File: config.mk
export PLATFORM = sky130hd
export DESIGN_NAME = spec_rob
export DESIGN_NICKNAME = d
export VERILOG_FILES = /design/src/rtl/spec_rob_pkg.sv /design/src/rtl/spec_rob_ptrs.sv /design/src/rtl/spec_rob_entries.sv /design/src/rtl/spec_rob_retire.sv /design/src/rtl/spec_rob.sv
export SDC_FILE = /design/constraint.sdc
export NUM_CORES = 1
export LEC_CHECK = 0
export BUFFER_PORTS_ARGS = -buffer_cell sky130_fd_sc_hd__buf_2
export CORE_ASPECT_RATIO = 0.75
export CORE_MARGIN = 2
export CORE_UTILIZATION = 45
export DETAILED_ROUTE_END_ITERATION = 12
export HOLD_SLACK_MARGIN = 0.15
export SYNTH_ARGS = -nofsm -noshare
export SYNTH_HDL_FRONTEND = slang
export SYNTH_SLANG_ARGS = --single-unit
export TNS_END_PERCENT = 10
File: constraint.sdc
create_clock -name clk_i -period 6.95 [get_ports clk_i]
set_clock_uncertainty 0.2 [all_clocks]
set_input_delay 0.695 -clock clk_i [delete_from_list [all_inputs] [get_ports clk_i]]
set_output_delay 0.695 -clock clk_i [all_outputs]
set_load 0.01 [all_outputs]
File: src/rtl/spec_rob_pkg.sv
package spec_rob_pkg;
  typedef enum logic [1:0] {
    OP_BRANCH = 2'd0,
    OP_STORE  = 2'd1,
    OP_REG    = 2'd2
  } op_kind_e;
endpackage

File: src/rtl/spec_rob_ptrs.sv
module spec_rob_ptrs #(
  parameter int DEPTH = 8
) (
  input  logic                     clk_i,
  input  logic                     rst_ni,
  input  logic                     push_i,
  input  logic                     pop_i,
  input  logic                     flush_i,
  output logic [$clog2(DEPTH)-1:0] head_o,
  output logic [$clog2(DEPTH)-1:0] tail_o,
  output logic                     full_o,
  output logic                     empty_o
);
  localparam int PTR_W = $clog2(DEPTH);

  logic [PTR_W:0] head_q, tail_q, head_nxt;

  assign head_nxt = head_q + {{PTR_W{1'b0}}, pop_i};

  always_ff @(posedge clk_i or negedge rst_ni) begin
    if (!rst_ni) begin
      head_q <= '0;
      tail_q <= '0;
    end else begin
      head_q <= head_nxt;
      // flush: everything younger than the retiring head is dropped
      if (flush_i)     tail_q <= head_nxt;
      else if (push_i) tail_q <= tail_q + 1'b1;
    end
  end

  assign head_o  = head_q[PTR_W-1:0];
  assign tail_o  = tail_q[PTR_W-1:0];
  assign empty_o = (head_q == tail_q);
  assign full_o  = (head_q[PTR_W] != tail_q[PTR_W]) &&
                   (head_q[PTR_W-1:0] == tail_q[PTR_W-1:0]);
endmodule

File: src/rtl/spec_rob_entries.sv
module spec_rob_entries #(
  parameter int DEPTH  = 8,
  parameter int DATA_W = 32,
  parameter int ADDR_W = 32
) (
  input  logic                          clk_i,
  input  logic                          rst_ni,
  input  logic [$clog2(DEPTH)-1:0]      head_i,
  input  logic                          alloc_en_i,
  input  logic [$clog2(DEPTH)-1:0]      alloc_idx_i,
  input  logic [1:0]                    alloc_kind_i,
  input  logic [ADDR_W-1:0]             alloc_dest_i,
  input  logic                          alloc_spec_i,
  input  logic                          wb_en_i,
  input  logic [$clog2(DEPTH)-1:0]      wb_idx_i,
  input  logic [DATA_W-1:0]             wb_value_i,
  input  logic                          wb_exc_i,
  input  logic                          br_en_i,
  input  logic [$clog2(DEPTH)-1:0]      br_idx_i,
  input  logic                          br_mispred_i,
  input  logic                          retire_en_i,
  input  logic                          flush_i,
  output logic [DEPTH-1:0]              valid_o,
  output logic [DEPTH-1:0]              ready_o,
  output logic [DEPTH-1:0]              spec_o,
  output logic [DEPTH-1:0]              exc_o,
  output logic [DEPTH-1:0]              mispred_o,
  output logic [DEPTH-1:0][1:0]         kind_o,
  output logic [DEPTH-1:0][ADDR_W-1:0]  dest_o,
  output logic [DEPTH-1:0][DATA_W-1:0]  value_o
);
  localparam int PTR_W = $clog2(DEPTH);

  logic [PTR_W-1:0] br_age;
  assign br_age = br_idx_i - head_i;

  for (genvar i = 0; i < DEPTH; i++) begin : g_ent
    logic              vld_q, rdy_q, spc_q, exc_q, msp_q;
    logic [1:0]        knd_q;
    logic [ADDR_W-1:0] dst_q;
    logic [DATA_W-1:0] val_q;
    logic [PTR_W-1:0]  age;
    logic              hit_alloc, hit_wb, hit_br, hit_ret, younger;

    assign age       = PTR_W'(i) - head_i;
    assign younger   = age > br_age;
    assign hit_alloc = alloc_en_i && (alloc_idx_i == PTR_W'(i));
    assign hit_wb    = wb_en_i && (wb_idx_i == PTR_W'(i)) && vld_q;
    assign hit_br    = br_en_i && (br_idx_i == PTR_W'(i)) && vld_q;
    assign hit_ret   = retire_en_i && (head_i == PTR_W'(i));

    always_ff @(posedge clk_i or negedge rst_ni) begin
      if (!rst_ni) begin
        vld_q <= 1'b0;
        rdy_q <= 1'b0;
        spc_q <= 1'b0;
        exc_q <= 1'b0;
        msp_q <= 1'b0;
        knd_q <= '0;
        dst_q <= '0;
        val_q <= '0;
      end else if (flush_i) begin
        vld_q <= 1'b0;
        rdy_q <= 1'b0;
      end else if (hit_alloc) begin
        vld_q <= 1'b1;
        rdy_q <= 1'b0;
        spc_q <= alloc_spec_i;
        exc_q <= 1'b0;
        msp_q <= 1'b0;
        knd_q <= alloc_kind_i;
        dst_q <= alloc_dest_i;
      end else begin
        if (hit_ret) vld_q <= 1'b0;
        if (hit_wb) begin
          val_q <= wb_value_i;
          rdy_q <= 1'b1;
          exc_q <= wb_exc_i;
        end
        if (hit_br) begin
          rdy_q <= 1'b1;
          msp_q <= br_mispred_i;
        end
        if (br_en_i && !br_mispred_i && younger) spc_q <= 1'b0;
      end
    end

    assign valid_o[i]   = vld_q;
    assign ready_o[i]   = rdy_q;
    assign spec_o[i]    = spc_q;
    assign exc_o[i]     = exc_q;
    assign mispred_o[i] = msp_q;
    assign kind_o[i]    = knd_q;
    assign dest_o[i]    = dst_q;
    assign value_o[i]   = val_q;
  end
endmodule

File: src/rtl/spec_rob_retire.sv
module spec_rob_retire
  import spec_rob_pkg::*;
(
  input  logic       hd_valid_i,
  input  logic       hd_ready_i,
  input  logic       hd_spec_i,
  input  logic       hd_exc_i,
  input  logic       hd_mispred_i,
  input  logic [1:0] hd_kind_i,
  output logic       retire_o,
  output logic       rf_we_o,
  output logic       st_we_o,
  output logic       redirect_o,
  output logic       exc_take_o,
  output logic       flush_o
);
  logic can_go;

  assign can_go     = hd_valid_i && hd_ready_i && !hd_spec_i;
  assign exc_take_o = can_go && hd_exc_i;
  assign retire_o   = can_go && !hd_exc_i;
  assign rf_we_o    = retire_o && (hd_kind_i == OP_REG);
  assign st_we_o    = retire_o && (hd_kind_i == OP_STORE);
  assign redirect_o = retire_o && (hd_kind_i == OP_BRANCH) && hd_mispred_i;
  assign flush_o    = exc_take_o || redirect_o;
endmodule

File: src/rtl/spec_rob.sv
module spec_rob #(
  parameter int DEPTH    = 8,
  parameter int DATA_W   = 32,
  parameter int ADDR_W   = 32,
  parameter int REG_W    = 5,
  parameter int LOOKUP_N = 2
) (
  input  logic                                   clk_i,
  input  logic                                   rst_ni,
  input  logic                                   alloc_valid_i,
  input  logic [1:0]                             alloc_kind_i,
  input  logic [ADDR_W-1:0]                      alloc_dest_i,
  input  logic                                   alloc_spec_i,
  output logic                                   alloc_ready_o,
  output logic [$clog2(DEPTH)-1:0]               alloc_idx_o,
  input  logic                                   wb_valid_i,
  input  logic [$clog2(DEPTH)-1:0]               wb_idx_i,
  input  logic [DATA_W-1:0]                      wb_value_i,
  input  logic                                   wb_exc_i,
  input  logic                                   br_valid_i,
  input  logic [$clog2(DEPTH)-1:0]               br_idx_i,
  input  logic                                   br_mispred_i,
  input  logic [LOOKUP_N-1:0][$clog2(DEPTH)-1:0] lookup_idx_i,
  output logic [LOOKUP_N-1:0][DATA_W-1:0]        lookup_value_o,
  output logic [LOOKUP_N-1:0]                    lookup_ready_o,
  output logic                                   commit_valid_o,
  output logic [$clog2(DEPTH)-1:0]               commit_idx_o,
  output logic                                   rf_we_o,
  output logic [REG_W-1:0]                       rf_addr_o,
  output logic [DATA_W-1:0]                      rf_data_o,
  output logic                                   st_we_o,
  output logic [ADDR_W-1:0]                      st_addr_o,
  output logic [DATA_W-1:0]                      st_data_o,
  output logic                                   redirect_o,
  output logic                                   exc_o,
  output logic [$clog2(DEPTH)-1:0]               exc_idx_o
);
  localparam int PTR_W = $clog2(DEPTH);

  logic [PTR_W-1:0]              head, tail;
  logic                          full, empty, flush, retire, alloc_en, alloc_spec_eff;
  logic [DEPTH-1:0]              ent_valid, ent_ready, ent_spec, ent_exc, ent_misp;
  logic [DEPTH-1:0][1:0]         ent_kind;
  logic [DEPTH-1:0][ADDR_W-1:0]  ent_dest;
  logic [DEPTH-1:0][DATA_W-1:0]  ent_value;

  assign alloc_ready_o  = !full && !flush;
  assign alloc_en       = alloc_valid_i && alloc_ready_o;
  assign alloc_idx_o    = tail;
  // a correct resolution in the same cycle also covers the entry being allocated
  assign alloc_spec_eff = alloc_spec_i && !(br_valid_i && !br_mispred_i);

  spec_rob_ptrs #(.DEPTH(DEPTH)) u_ptrs (
    .clk_i   (clk_i),
    .rst_ni  (rst_ni),
    .push_i  (alloc_en),
    .pop_i   (retire),
    .flush_i (flush),
    .head_o  (head),
    .tail_o  (tail),
    .full_o  (full),
    .empty_o (empty)
  );

  spec_rob_entries #(.DEPTH(DEPTH), .DATA_W(DATA_W), .ADDR_W(ADDR_W)) u_ents (
    .clk_i        (clk_i),
    .rst_ni       (rst_ni),
    .head_i       (head),
    .alloc_en_i   (alloc_en),
    .alloc_idx_i  (tail),
    .alloc_kind_i (alloc_kind_i),
    .alloc_dest_i (alloc_dest_i),
    .alloc_spec_i (alloc_spec_eff),
    .wb_en_i      (wb_valid_i),
    .wb_idx_i     (wb_idx_i),
    .wb_value_i   (wb_value_i),
    .wb_exc_i     (wb_exc_i),
    .br_en_i      (br_valid_i),
    .br_idx_i     (br_idx_i),
    .br_mispred_i (br_mispred_i),
    .retire_en_i  (retire),
    .flush_i      (flush),
    .valid_o      (ent_valid),
    .ready_o      (ent_ready),
    .spec_o       (ent_spec),
    .exc_o        (ent_exc),
    .mispred_o    (ent_misp),
    .kind_o       (ent_kind),
    .dest_o       (ent_dest),
    .value_o      (ent_value)
  );

  spec_rob_retire u_ret (
    .hd_valid_i   (ent_valid[head]),
    .hd_ready_i   (ent_ready[head]),
    .hd_spec_i    (ent_spec[head]),
    .hd_exc_i     (ent_exc[head]),
    .hd_mispred_i (ent_misp[head]),
    .hd_kind_i    (ent_kind[head]),
    .retire_o     (retire),
    .rf_we_o      (rf_we_o),
    .st_we_o      (st_we_o),
    .redirect_o   (redirect_o),
    .exc_take_o   (exc_o),
    .flush_o      (flush)
  );

  assign commit_valid_o = retire;
  assign commit_idx_o   = head;
  assign exc_idx_o      = head;
  assign rf_addr_o      = ent_dest[head][REG_W-1:0];
  assign rf_data_o      = ent_value[head];
  assign st_addr_o      = ent_dest[head];
  assign st_data_o      = ent_value[head];

  for (genvar p = 0; p < LOOKUP_N; p++) begin : g_lookup
    assign lookup_value_o[p] = ent_value[lookup_idx_i[p]];
    assign lookup_ready_o[p] = ent_valid[lookup_idx_i[p]] && ent_ready[lookup_idx_i[p]];
  end
endmodule

==> metrics <==
largest fanout on the critical path=43; CTS Buf Count=60; FP Rows=83; Detailed Route Iter0 Violations=2532; Rel. slew slack=27.1%; H-tree levels=2; Final Wtd Congestion=0.862; maxcap violations=0; count of mapped cells out of synthesis=2306; Final Max Slew Viols=0; WHS=0.186 ns; DP HPWL=57600 um; CP startpoint kind=register; crit path time final=4.98 ns; register area share after synthesis=46.3%; worst-margin pin slew=1.07 ns; worst-path cell chain=buf_4, buf_4, mux4_2, nand2_1, nand2_1, buf_2; PortBufs=267; Worst path top cell family by delay=buffers and inverters; DP Cell Count=3259; Antenna Cells=0; Static Leak=0.0147 uW; cts hold-fix bufs=3; vias in the first global route=24100; clock tree from TritonCTS=done; Crit. End Element=output pin; pin count of the biggest net entering global routing=162; gr usage total=29.0%; post-CTS setup buffer count=0; Mapped Area=0.0311 mm2; CP Buf/Inv Count=3; core footprint=0.0684 mm2; Net count, final=2551; # IOs=268; Via density=6.84; Setup Crit Path Kind=register to output pin; power per cell area=550 mW/mm2; Largest stage delay, worst path=0.86 ns; worst-skew pair later-pin latency=0.65 ns; worst slack at placement=2.53 ns; main flop type after synthesis=dfrtp_1; Fin Setup TNS=0 ns; clock buffer depth=3; area of the multi-input gates=0.0154 mm2; post_cts resized=0; asr flop ratio synth=100%; routed wire length=102000 um; syn nets=2425; Synth cell types=62; Root Driver=clkbuf_16; vias post-DR=23100; share of layout cells above drive strength 1=34.3%; DR pass1 iterations=5; PnR worst setup slack=1.97 ns; Avg Inst Size Synth=13.5 um2; first-pass GRT wire length=156000 um; final hold viol count=0; area delta synth->final=12.5%; Fillers=5723; Worst-path clk slew=0.07 ns; crit share post-route=71.7%; Highest Clock Rate=201 MHz; YS warnings=0; Critical-path top delay cell=buf_4; crit path DAT=4.09 ns; initial antenna violation count=2; post-synthesis register bit count=576; Initial Util=45.5%; RSZ-0062 raised after global routing=no; Die Width=308 um; final non-filler cell total=3373; Sink Count=576; Max VDD drop=0.610 mV; setup violators final=0; Hold WC Path Type=input port to register; Reg area=0.0144 mm2; Avg WL per Cell=30.4 um; die height=232 um; CP required=6.05 ns; DIE AREA=0.0713 mm2; Final ANT Viol Nets=0; Residual DRC=0; Post-synth EDFFs=0; status=complete, no violations; Remaining Overflow, GRT=0
[synthesized netlist by cell type, drive strengths merged (3+ instances only)]
master | count | area (um2)
o41ai | 7 | 83.8
a21oi | 14 | 70.1
o311a | 3 | 30.0
clkbuf | 123 | 462
o211ai | 5 | 42.5
dfrtp | 576 | 14400
and4 | 4 | 35.0
nor2b | 9 | 56.3
nor2 | 23 | 93.8
o41a | 3 | 33.8
mux4 | 269 | 6060
xor2 | 7 | 61.3
ha | 32 | 400
inv | 24 | 90.1
nand3 | 19 | 95.1
mux2 | 69 | 777
a311oi | 3 | 32.5
o32ai | 3 | 26.3
nand2 | 218 | 821
o2bb2ai | 542 | 4750
o22ai | 10 | 62.6
nor3 | 12 | 60.1
a31oi | 5 | 46.3
xnor2 | 9 | 78.8
mux2i | 5 | 57.6
and3b | 11 | 96.3
a22o | 7 | 61.3
o21a | 4 | 30.0
buf | 144 | 898
a21o | 12 | 90.1
o21ai | 94 | 917
and3 | 16 | 100
[routing by layer]
metal	vias to the layer above	track usage [%]	wire, um
met4	2	7.67	2450
met3	179	7.15	10100
met5	-	0	13
li1	9402	-	-
met2	1237	42.9	45600
met1	12300	42.8	44300
[layout make-up]
| cell class | count | area share, % |
|---|---|---|
| Clock inverter | 28 | 0.979 |
| Sequential cell | 576 | 41.2 |
| Timing Repair Buffer | 331 | 5.43 |
| Tap cell | 892 | 3.19 |
| Multi-Input combinational cell | 1439 | 43.9 |
| Inverter | 24 | 0.261 |
| Clock buffer | 83 | 5.05 |
[kinds of logic (layout without fill, tap and decap cells)]
group	count (synthesis)	count (layout)	share of synthesized area (%)
flip-flops	576	576	46.3
AO/OA/AOI/OAI	725	725	20.5
buffers and inverters	291	466	4.66
multiplexers	343	343	22.2
AND/OR/NAND/NOR	322	322	4.57
XOR/XNOR	16	16	0.450
adder cells (fa/ha/maj)	33	33	1.35
[registers in the layout, indices dropped and copies added (netlist names), 8 cells and up]
register and cells:
u_ents.g_ent.vld_q 8, u_ents.g_ent.dst_q 256, u_ents.g_ent.val_q 256, u_ents.g_ent.msp_q 8, u_ents.g_ent.knd_q 16, u_ents.g_ent.spc_q 8
u_ents.g_ent.exc_q 8, u_ents.g_ent.rdy_q 8
[worst paths after layout]
kind | from | end | slack, ns | depth (start not counted)
setup / recovery | u_ptrs.head_q[0] | rf_data_o[5] | 1.97 | 6
hold / removal | wb_value_i[10] | u_ents.g_ent[1].val_q[10] | 0.19 | 3
setup reg to reg | u_ptrs.head_q[2] | u_ents.g_ent[2].val_q[24] | 2.58 | 7
hold reg to reg | u_ents.g_ent[1].dst_q[27] | u_ents.g_ent[1].dst_q[27] | 0.28 | 1
max in group asynchronous | rst_ni | u_ents.g_ent[0].val_q[29] | 4.48 | 3
min in group asynchronous | rst_ni | u_ents.g_ent[0].dst_q[2] | 0.53 | 2
[layout by cell type, fill, tap and decap left out, types with 16 or more instances in the layout]
cell type,Yosys,final
nand2_1,217,217
nor2_1,22,22
mux4_2,268,268
buf_2,40,264
clkbuf_8,0,16
mux2_2,69,69
o21ai_0,19,19
o21ai_2,23,20
dfrtp_1,576,573
buf_4,54,58
and3_1,16,16
o21ai_4,32,37
o2bb2ai_1,542,542
clkbuf_16,0,61
o21ai_1,20,18
nand3_1,19,19
ha_1,32,32
inv_1,22,21
[power breakdown]
part | switching, uW | leakage, uW | internal, uW
clock network | 1450 | 0.00104 | 2030
registers | 1390 | 0.00729 | 4910
logic | 5140 | 0.00642 | 4340
total | 7980 | 0.0147 | 11300
[through the flow]
step	util, %	cell area [um2]	total power, uW
final	51.2	35000	19300
after detailed placement	48.1	32900	15700
after CTS	51.2	35000	19300
after floorplan	-	31100	12900
after global routing	51.2	35000	20300
after global placement	48.1	32900	15400
[worst reg2reg max path: cells and delay by family, from the launching register on]
kind / cells / cell delay [ns]
flops: 1 / 0.90
buf+inv: 2 / 1.00
mux: 2 / 0.71
compound gates: 3 / 1.49
Note: power is estimated with default switching activity, not from simulation.
